## src/rtl/cfg_sload_pkg.sv

```systemverilog
package cfg_sload_pkg;

   typedef enum logic [2:0] {
      ST_IDLE,
      ST_PROG,
      ST_INITW,
      ST_FETCH,
      ST_SHIFT,
      ST_FLUSH
   } ld_state_e;

   typedef enum logic [1:0] {
      RES_OK      = 2'b00,
      RES_INIT_TO = 2'b01,
      RES_DONE_TO = 2'b10,
      RES_CRC     = 2'b11
   } ld_result_e;

endpackage

```

## src/rtl/cfg_half_timer.sv

```systemverilog
module cfg_half_timer #(
   parameter int HALF_DIV = 4
) (
   input  logic clk,
   input  logic rst_n,
   input  logic clr,
   output logic tick
);
   localparam int HW = (HALF_DIV > 1) ? $clog2(HALF_DIV) : 1;

   generate
      if (HALF_DIV < 1) begin : g_bad_div
         $error("cfg_half_timer: HALF_DIV must be at least 1");
      end
      if (HALF_DIV == 1) begin : g_every
         assign tick = !clr;
      end else begin : g_count
         logic [HW-1:0] cnt_q;
         assign tick = !clr && (cnt_q == HW'(HALF_DIV - 1));
         always_ff @(posedge clk or negedge rst_n) begin
            if (!rst_n)          cnt_q <= '0;
            else if (clr || tick) cnt_q <= '0;
            else                 cnt_q <= cnt_q + HW'(1);
         end
      end
   endgenerate
endmodule

```

## src/rtl/cfg_wait_timer.sv

```systemverilog
module cfg_wait_timer #(
   parameter int LIMIT = 1000000
) (
   input  logic clk,
   input  logic rst_n,
   input  logic clr,
   output logic expired
);
   localparam int TW = $clog2(LIMIT + 1);

   generate
      if (LIMIT < 2) begin : g_bad_limit
         $error("cfg_wait_timer: LIMIT must be at least 2");
      end
   endgenerate

   logic [TW-1:0] cnt_q;
   assign expired = (cnt_q == TW'(LIMIT - 1));

   always_ff @(posedge clk or negedge rst_n) begin
      if (!rst_n)        cnt_q <= '0;
      else if (clr)      cnt_q <= '0;
      else if (!expired) cnt_q <= cnt_q + TW'(1);
   end

   AST_WAIT_IN_RANGE: assert property (@(posedge clk) disable iff (!rst_n)
      expired |=> (clr || expired));
endmodule

```

## src/rtl/cfg_bit_shifter.sv

```systemverilog
module cfg_bit_shifter #(
   parameter int W = 8
) (
   input  logic         clk,
   input  logic         rst_n,
   input  logic         load,
   input  logic [W-1:0] din,
   input  logic         shift,
   output logic         next_bit,
   output logic         last
);
   localparam int BW = $clog2(W + 1);

   generate
      if (W < 2) begin : g_bad_w
         $error("cfg_bit_shifter: W must be at least 2");
      end
   endgenerate

   logic [W-1:0]  sh_q;
   logic [BW-1:0] left_q;

   assign next_bit = sh_q[W-2];
   assign last     = (left_q == BW'(1));

   always_ff @(posedge clk or negedge rst_n) begin
      if (!rst_n) begin
         sh_q   <= '0;
         left_q <= '0;
      end else if (load) begin
         sh_q   <= din;
         left_q <= BW'(W);
      end else if (shift) begin
         sh_q   <= {sh_q[W-2:0], 1'b0};
         left_q <= left_q - BW'(1);
      end
   end

   AST_SHIFT_NOT_PAST_END: assert property (@(posedge clk) disable iff (!rst_n)
      shift |-> (left_q > BW'(1)));
endmodule

```

## src/rtl/cfg_serial_loader.sv

```systemverilog
module cfg_serial_loader
   import cfg_sload_pkg::*;
#(
   parameter int HALF_DIV    = 4,
   parameter int WAIT_CYCLES = 1000000,
   parameter int CNT_W       = 24
) (
   input  logic             clk,
   input  logic             rst_n,
   input  logic             start_i,
   input  logic [CNT_W-1:0] byte_count_i,
   input  logic [7:0]       s_data_i,
   input  logic             s_valid_i,
   output logic             s_ready_o,
   output logic             prog_n_o,
   output logic             cclk_o,
   output logic             dout_o,
   input  logic             init_n_i,
   input  logic             done_i,
   output logic             busy_o,
   output logic [1:0]       result_o
);
   localparam int BYTE_W = 8;

   generate
      if (CNT_W < 1) begin : g_bad_cnt
         $error("cfg_serial_loader: CNT_W must be at least 1");
      end
   endgenerate

   ld_state_e        st_q, st_d;
   ld_result_e       res_q;
   logic [CNT_W-1:0] left_q;
   logic             cclk_q, dout_q;
   logic             tick, expired, nxt_bit, last_bit;
   logic             crc_hit, have_bytes, take, waiting, phase_clr, shift_en;

   assign crc_hit    = !init_n_i && !done_i;
   assign have_bytes = (left_q != '0);
   assign s_ready_o  = (st_q == ST_FETCH) && have_bytes && !crc_hit;
   assign take       = s_ready_o && s_valid_i;
   assign waiting    = (st_q == ST_PROG) || (st_q == ST_INITW) || (st_q == ST_FLUSH);
   assign phase_clr  = !((st_q == ST_SHIFT) || (st_q == ST_FLUSH));
   assign shift_en   = (st_q == ST_SHIFT) && tick && cclk_q && !last_bit;

   cfg_half_timer #(.HALF_DIV(HALF_DIV)) u_half (
      .clk(clk), .rst_n(rst_n), .clr(phase_clr), .tick(tick));

   cfg_wait_timer #(.LIMIT(WAIT_CYCLES)) u_wait (
      .clk(clk), .rst_n(rst_n), .clr((st_d != st_q) || !waiting), .expired(expired));

   cfg_bit_shifter #(.W(BYTE_W)) u_shift (
      .clk(clk), .rst_n(rst_n), .load(take), .din(s_data_i), .shift(shift_en),
      .next_bit(nxt_bit), .last(last_bit));

   always_comb begin
      st_d = st_q;
      unique case (st_q)
         ST_IDLE:  if (start_i) st_d = ST_PROG;
         ST_PROG:  if (!init_n_i) st_d = ST_INITW;
                   else if (expired) st_d = ST_IDLE;
         ST_INITW: if (init_n_i) st_d = ST_FETCH;
                   else if (expired) st_d = ST_IDLE;
         ST_FETCH: if (!have_bytes) st_d = ST_FLUSH;
                   else if (crc_hit) st_d = ST_IDLE;
                   else if (s_valid_i) st_d = ST_SHIFT;
         ST_SHIFT: if (tick && cclk_q && last_bit) st_d = ST_FETCH;
         ST_FLUSH: if (done_i || expired) st_d = ST_IDLE;
         default:  st_d = ST_IDLE;
      endcase
   end

   always_ff @(posedge clk or negedge rst_n) begin
      if (!rst_n) begin
         st_q   <= ST_IDLE;
         res_q  <= RES_OK;
         left_q <= '0;
         cclk_q <= 1'b0;
         dout_q <= 1'b1;
      end else begin
         st_q <= st_d;
         unique case (st_q)
            ST_IDLE:  if (start_i) left_q <= byte_count_i;
            ST_PROG:  if (init_n_i && expired) res_q <= RES_INIT_TO;
            ST_INITW: if (!init_n_i && expired) res_q <= RES_INIT_TO;
            ST_FETCH: begin
               if (!have_bytes) begin
                  cclk_q <= 1'b0;
                  dout_q <= 1'b1;
               end else if (crc_hit) begin
                  res_q <= RES_CRC;
               end else if (s_valid_i) begin
                  left_q <= left_q - CNT_W'(1);
                  cclk_q <= 1'b0;
                  dout_q <= s_data_i[BYTE_W-1];
               end
            end
            ST_SHIFT: if (tick) begin
               if (!cclk_q) cclk_q <= 1'b1;
               else begin
                  cclk_q <= 1'b0;
                  if (!last_bit) dout_q <= nxt_bit;
               end
            end
            ST_FLUSH: begin
               if (done_i) begin
                  res_q  <= RES_OK;
                  cclk_q <= 1'b0;
               end else if (expired) begin
                  res_q  <= RES_DONE_TO;
                  cclk_q <= 1'b0;
               end else if (tick) begin
                  cclk_q <= !cclk_q;
               end
            end
            default: ;
         endcase
      end
   end

   assign prog_n_o = (st_q != ST_PROG);
   assign busy_o   = (st_q != ST_IDLE);
   assign cclk_o   = cclk_q;
   assign dout_o   = dout_q;
   assign result_o = res_q;

   AST_PROG_ONLY_WHEN_BUSY: assert property (@(posedge clk) disable iff (!rst_n)
      !prog_n_o |-> busy_o);
   AST_NO_CLOCK_IN_HANDSHAKE: assert property (@(posedge clk) disable iff (!rst_n)
      ((st_q == ST_PROG) || (st_q == ST_INITW)) |-> !cclk_o);
   AST_DATA_STABLE_WHILE_HIGH: assert property (@(posedge clk) disable iff (!rst_n)
      (cclk_o && $past(cclk_o)) |-> $stable(dout_o));
   AST_CRC_ENDS_LOAD: assert property (@(posedge clk) disable iff (!rst_n)
      ((st_q == ST_FETCH) && have_bytes && !init_n_i && !done_i)
         |=> (!busy_o && result_o == RES_CRC));
   AST_FLUSH_DATA_HIGH: assert property (@(posedge clk) disable iff (!rst_n)
      (st_q == ST_FLUSH) |-> dout_o);
   AST_READY_CLOCK_LOW: assert property (@(posedge clk) disable iff (!rst_n)
      s_ready_o |-> (busy_o && !cclk_o));
   AST_RESULT_HELD_IDLE: assert property (@(posedge clk) disable iff (!rst_n)
      (!busy_o && $past(!busy_o)) |-> $stable(result_o));
endmodule

```

## config.mk

```make
export PLATFORM = sky130hd
export DESIGN_NAME = cfg_serial_loader
export DESIGN_NICKNAME = d
export VERILOG_FILES = /design/src/rtl/cfg_sload_pkg.sv /design/src/rtl/cfg_half_timer.sv /design/src/rtl/cfg_wait_timer.sv /design/src/rtl/cfg_bit_shifter.sv /design/src/rtl/cfg_serial_loader.sv
export SDC_FILE = /design/constraint.sdc
export NUM_CORES = 1
export LEC_CHECK = 0
export CAP_MARGIN = 20
export CORE_MARGIN = 2
export CORE_UTILIZATION = 40
export DETAILED_ROUTE_END_ITERATION = 7
export SKIP_LAST_GASP = 1
export SLEW_MARGIN = 15
export SYNTH_ARGS = -nofsm -noshare
export SYNTH_HDL_FRONTEND = slang
export SYNTH_HIERARCHICAL = 1
export SYNTH_SLANG_ARGS = --single-unit
```

## constraint.sdc

```tcl
create_clock -name clk -period 5 [get_ports clk]
set_clock_uncertainty 0.2 [all_clocks]
set_input_delay 0.5 -clock clk [delete_from_list [all_inputs] [get_ports clk]]
set_output_delay 0.5 -clock clk [all_outputs]
set_load 0.01 [all_outputs]
```

=== Word level (Yosys, flattened, before mapping) ===
Index checks and enable logic that the tools add are counted.

* Reduce and logical (&&, ||, !) cells: 37
* Muxes and demuxes: 45
* Equality and inequality tests: 25
* $add $sub $neg: 4

{| class="wikitable"
|+ Operator list
! operator !! number
|-
| $mux W24 || 4
|-
| $pmux W24 S2 || 1
|-
| $mux W20 || 2
|-
| $mux W3 || 9
|-
| $reduce_bool A24 Y1 || 1
|-
| $sub A24 B1 Y24 const B || 1
|-
| $add A20 B1 Y20 const B || 1
|-
| $eq A20 B20 Y1 const B || 1
|-
| $pmux W3 S6 || 1
|-
| $ne A2 B2 Y1 const B || 8
|-
| $mux W1 || 14
|-
| $mux W2 || 7
|-
| $mux W7 || 2
|-
| $logic_and A1 B1 Y1 || 12
|-
| $reduce_and A6 Y1 || 2
|-
| $reduce_and A5 Y1 || 2
|-
| $ne A3 B3 Y1 const B || 3
|-
| $mux W4 || 2
|-
| $pmux W2 S4 || 1
|-
| $logic_not A1 Y1 || 7
|-
| $eq A3 B2 Y1 const B || 2
|-
| $eq A3 B3 Y1 const B || 2
|-
| $logic_or A1 B1 Y1 || 6
|-
| $ne A2 B1 Y1 const B || 3
|-
| 14 further kinds || 17
|}

* Flip-flop bits (word level): 64
* Word-level logic and storage cells: 120
* Output and inout bits: 7
* Input bits: 38

=== Depth between registers and ports, before layout ===
* Depth after elaboration: 10
* Mapped depth: 13
* Mapped depth without buffers: 11

=== Cells and area by module ===
The synthesis kept the hierarchy.

{| class="wikitable"
|+ By module, submodules not included
! module !! area an instance (um^2) !! cells an instance !! times used !! seq. area each (um^2)
|-
| cfg_serial_loader || 2177.1 || 256 || 1 || 777.0
|-
| cfg_wait_timer || 1063.5 || 106 || 1 || 500.5
|-
| cfg_bit_shifter || 564.3 || 52 || 1 || 275.3
|-
| cfg_half_timer || 86.3 || 6 || 1 || 50.0
|}

=== Least setup slack after synthesis ===
OpenSTA, ideal clock, no wires.

* Path kind: reg2reg
* Start point: register u_wait.cnt_q[11]
* End point: register u_wait.cnt_q[11]
* Library setup time: 0.132 ns
* Slack: 1.712 ns
* Path buffers: 2
* Arrival time: 2.957 ns
* Clock period less this slack: 3.288 ns
* Data required time: 4.668 ns
* Stages on the path, launching flop included: 13
* Cell sequence: dfrtp_1 -> or4b_4 -> nor4_4 -> nand3_4 -> clkinv_2 -> nor2b_1 -> nor2_1 -> and3_1 -> o31ai_1 -> a221o_1 -> clkbuf_1 -> clkbuf_1 -> nor2_1

* Word-level cells in the longest chain between the ends: 7
* Elaborated cells on any way between the ends: 13
* Classes of those cells: add/sub: 1; eq/ne: 3; mux: 7; reduce/logical: 2

{| class="wikitable"
|+ RTL lines
! item !! line !! source
|-
| from (decl) || cfg_wait_timer.sv:17 || <nowiki>logic [TW-1:0] cnt_q;</nowiki>
|-
| from (signal assigned) || cfg_wait_timer.sv:23 || <nowiki>else if (!expired) cnt_q <= cnt_q + TW'(1);</nowiki>
|-
| $eq A20 B20 Y1 (*) || cfg_wait_timer.sv:18 || <nowiki>assign expired = (cnt_q == TW'(LIMIT - 1));</nowiki>
|-
| named net expired || cfg_serial_loader.sv:35 || <nowiki>logic tick, expired, nxt_bit, last_bit;</nowiki>
|-
| $mux W3 or $logic_or A1 B1 Y1 (tied branches) || cfg_serial_loader.sv:61, cfg_serial_loader.sv:63, cfg_serial_loader.sv:68 ||
|-
| $mux W3, on equally long branches || cfg_serial_loader.sv:62, cfg_serial_loader.sv:60, cfg_serial_loader.sv:68 ||
|-
| $pmux W3 S6 || cfg_serial_loader.sv:58 || <nowiki>unique case (st_q)</nowiki>
|-
| $ne A3 B3 Y1 || cfg_serial_loader.sv:50 || <nowiki>.clk(clk), .rst_n(rst_n), .clr((st_d != st_q) || !waiting), .expired(expired));</nowiki>
|-
| $logic_or A1 B1 Y1 || cfg_serial_loader.sv:50 ||
|-
| $ne A2 B1 Y1 (no line) or $mux W20 (tied branches) || - ||
|}

The timed path passes the listed nets; every way through them passes the cells marked *. The select of a mux whose other input is x is not followed.
A chain may end at the register's enable or synchronous reset.

=== Worst setup path after layout ===
* Start point: register u_wait.cnt_q[15]
* End point: register u_wait.cnt_q[0]

The elaborated chain is that of the path after synthesis.

==> reports/summary.json <==
{
  "static-leakage-power_nw": 1.753,
  "synth_seq_area_share_pct": 41.19,
  "initial_core_util_pct": 41.72,
  "critical_path.slowest_cell": "a221o_1",
  "cpPeakStageDelay_ns": 0.67,
  "grt_start_max_net_pins": 44,
  "clock_tree_from_tritoncts": "yes",
  "finalHoldViolations": 0,
  "synth_seq_cells": 64,
  "synthFlopType": "dfrtp_1",
  "grt_pass1_wl_um": 15990,
  "gpl.final_weighted_congestion": 0.8601,
  "cts.repair.resized": 0,
  "max-vdd-ir-drop_v": 0.0002291,
  "drcViolationCount": 0,
  "synth.mux.area_fraction_pct": 3.248,
  "cell_repeated_most_along_the_worst_path": "nor2b_1",
  "timing.slew.headroom_pct": 44.28,
  "crit_path_max_fanout": 22,
  "final_net_count": 501,
  "ant_nets": 0,
  "worst_ep_arrival_time_ns": 3.70,
  "async_set_or_reset_flop_fraction_in_the_synthesized_netlist_pct": 100.0,
  "area_growth_pct": 18.49,
  "final.period_utilization_pct": 73.68,
  "worst_path_dominant_cell_family": "simple AND/OR/NAND/NOR gates",
  "synth_xor_area_share_pct": 1.350,
  "placementRows": 35,
  "first_global_vias": 3273,
  "antenna_found_initial": 0,
  "gate_count_of_the_mapped_netlist": 420,
  "first_pass_iters": 4,
  "cts_hold_buffers": 0,
  "synthesis.nets": 463,
  "cts.reportedPaths.clkPinSlew_ns": 0.07,
  "yosysTopAreaCellShare_pct": 40.51,
  "synth_top_family_by_area": "simple AND/OR/NAND/NOR gates",
  "grtUsageTotal_pct": 19.25,
  "start_kind": "flop",
  "vias_per_cell": 5.829,
  "synth-compound-area-share_pct": 21.67,
  "max_capacitance_violation_count": 0,
  "layout-drive-gt1-share_pct": 10.61,
  "dp_hpwl_um": 6504,
  "path_cells": "or4b_1, nor4_4, nand3_4, clkinv_2, nor2b_1, nor2_1, and3_1, o31ai_1, a221o_1, nor2b_1, mux2_4",
  "cts.repair_timing.setup_buffer_count": 0,
  "min-delay-path-class": "in -> async",
  "rsz0062_at_grt": "no",
  "diodes": 0,
  "route.detailed.wl_per_inst_um": 16.12,
  "max_freq_mhz": 271.5,
  "worstSetupPathType": "reg -> reg",
  "yosysTopAreaCell": "dfrtp_1",
  "port_buffer_count": 44,
  "synth_fa_ha_area_share_pct": 1.608,
  "postSynthAreaPerCell_sq_um": 9.265,
  "tritoncts.num_buffers": 9,
  "cts_root_buf": "clkbuf_8",
  "post_synth_simple_gate_area_pct": 26.05,
  "endpoint_kind": "flop",
  "post_synth_num_cell_types": 77,
  "worstPathRequired_ns": 5.02,
  "setup-violations-final": 0,
  "grt-ovfl-total": 0,
  "die_width_um": 102.6,
  "run_status": "finished clean",
  "edff_count_synth": 0,
  "die_area_sq_um": 10530,
  "pin_count": 45,
  "worstSkewPairLatency_ns": 0.34,
  "finalSetupTns_ns": 0,
  "tritoncts_num_sinks": 64,
  "cp.buffers_inverters": 1,
  "power.total_mw": 2.259,
  "first_iter_violations": 178,
  "synth_area_leaders": "dfrtp_1 (41%), a21oi_1 (3.9%), nand2_1 (3.5%), o21ai_0 (3.2%), nor2_1 (2.7%)",
  "die_height_um": 102.6,
  "design.core.area_sq_um": 9328,
  "aggregate_routed_wire_length_um": 9527,
  "power_density_nw_per_um2": 490.0,
  "via_count": 3445,
  "post_synth_instance_area_sq_um": 3891,
  "clock_tree.htree_level_count": 3,
  "max_slew.worst_pin.slew_ns": 0.8338,
  "min_period_ns": 3.684,
  "slew_viol_final": 0,
  "yosysWarnings": 6,
  "clk_path_buf_depth": 2
}
-- per-layer routing --
layer  up-vias  share of wire [%]  track usage [%]
met4         0               0.62            4.513
met3         6                5.8            5.220
met1      1668                 50            27.64
met2       100                 44            29.06
li1       1671                  -                -
met5         -                  0                0
-- stage by stage --
step | hold slack, ns | cells | cell area (sq um) | utilization [%] | setup WS (ns)
final | 0.02555 | 591 | 4611 | 49.43 | 1.316
after detailed placement | 0.2431 | 575 | 4383 | 46.99 | 1.303
after global routing | 0.07368 | 591 | 4611 | 49.43 | 1.045
after CTS | 0.04315 | 590 | 4603 | 49.35 | 1.279
after floorplan | 0.004409 | 420 | 3891 | - | 1.712
after global placement | 0.2321 | 575 | 4383 | 46.99 | 1.381
-- cells in the mapped netlist, drive strengths merged (4+ instances only) --
| cell | instances |
|---|---|
| a31oi | 4 |
| nand3 | 12 |
| nand4 | 8 |
| dfrtp | 63 |
| mux2i | 10 |
| or3 | 11 |
| o21ai | 33 |
| nor3 | 13 |
| nor4 | 16 |
| nor2 | 28 |
| ha | 5 |
| nand2 | 37 |
| or4 | 7 |
| a22oi | 6 |
| clkbuf | 11 |
| nor2b | 5 |
| nand2b | 8 |
| o22ai | 8 |
| o31ai | 6 |
| o311ai | 7 |
| a21oi | 30 |
| and3 | 6 |
| inv | 12 |
| o211ai | 6 |
| or4b | 4 |
| buf | 11 |
-- logic make-up (layout without fill, tap and decap cells) --
kind of cell	Yosys count	after routing
and+or+nand+nor	174	174
AOI/OAI and AO/OA	124	124
DFF	64	64
buffers and inverters	35	77
muxes	12	12
xor gates and xnor gates	6	6
adders and majority gates	5	5
-- where the power goes --
| group | internal (mW) | total, mW | switching, mW |
|---|---|---|---|
| Sequential | 0.697 | 0.915 | 0.219 |
| Combinational | 0.371 | 0.840 | 0.469 |
| Clock | 0.305 | 0.504 | 0.199 |
-- path summary, 6_finish.rpt --
check	start	endpoint	slack (ns)	depth (start not counted)
min in group clk	u_half/g_count.cnt_q[0]$_DFF_PN0_	u_half/g_count.cnt_q[0]$_DFF_PN0_	0.25	1
max in group asynchronous	rst_n	u_wait/cnt_q[0]$_DFFE_PN0P_	3.63	2
hold / removal	rst_n	left_q[5]$_DFFE_PN0P_	0.03	1
setup / recovery	u_wait/cnt_q[15]$_DFFE_PN0P_	u_wait/cnt_q[0]$_DFFE_PN0P_	1.32	11
hold reg to reg	u_half/g_count.cnt_q[0]$_DFF_PN0_	u_half/g_count.cnt_q[0]$_DFF_PN0_	0.25	1
setup reg to reg	u_wait/cnt_q[15]$_DFFE_PN0P_	u_wait/cnt_q[0]$_DFFE_PN0P_	1.32	11
-- placed cells by master, fill, tap and decap left out, drive strengths merged, types with 12 or more instances in the layout --
cell type,Yosys,routed
o21ai,33,33
nand3,12,12
nor3,13,13
nor4,16,16
clkdlybuf4s50,0,43
nand2,37,37
clkbuf,11,12
a21oi,30,30
nor2,28,28
inv,12,12
dfrtp,63,63
-- layout make-up --
| cell class | instances | area [sq um] |
|---|---|---|
| Inverter | 13 | 50.05 |
| Tap cell | 129 | 161.4 |
| Clock buffer | 12 | 155.1 |
| Multi-Input combinational cell | 321 | 2103 |
| Timing Repair Buffer | 49 | 473.0 |
| Fill cell | 897 | 4717 |
| Clock inverter | 3 | 65.06 |
| Sequential cell | 64 | 1603 |
-- registers in the layout (all words and copies together), names as in the netlist --
name and count:
cclk_o 1, dout_o 1, left_q 24, result_o 2, st_q 3, u_half/g_count.cnt_q 2
u_shift/left_q 4, u_shift/sh_q 7, u_wait/cnt_q 20
Power figures use the tool's default switching activity.
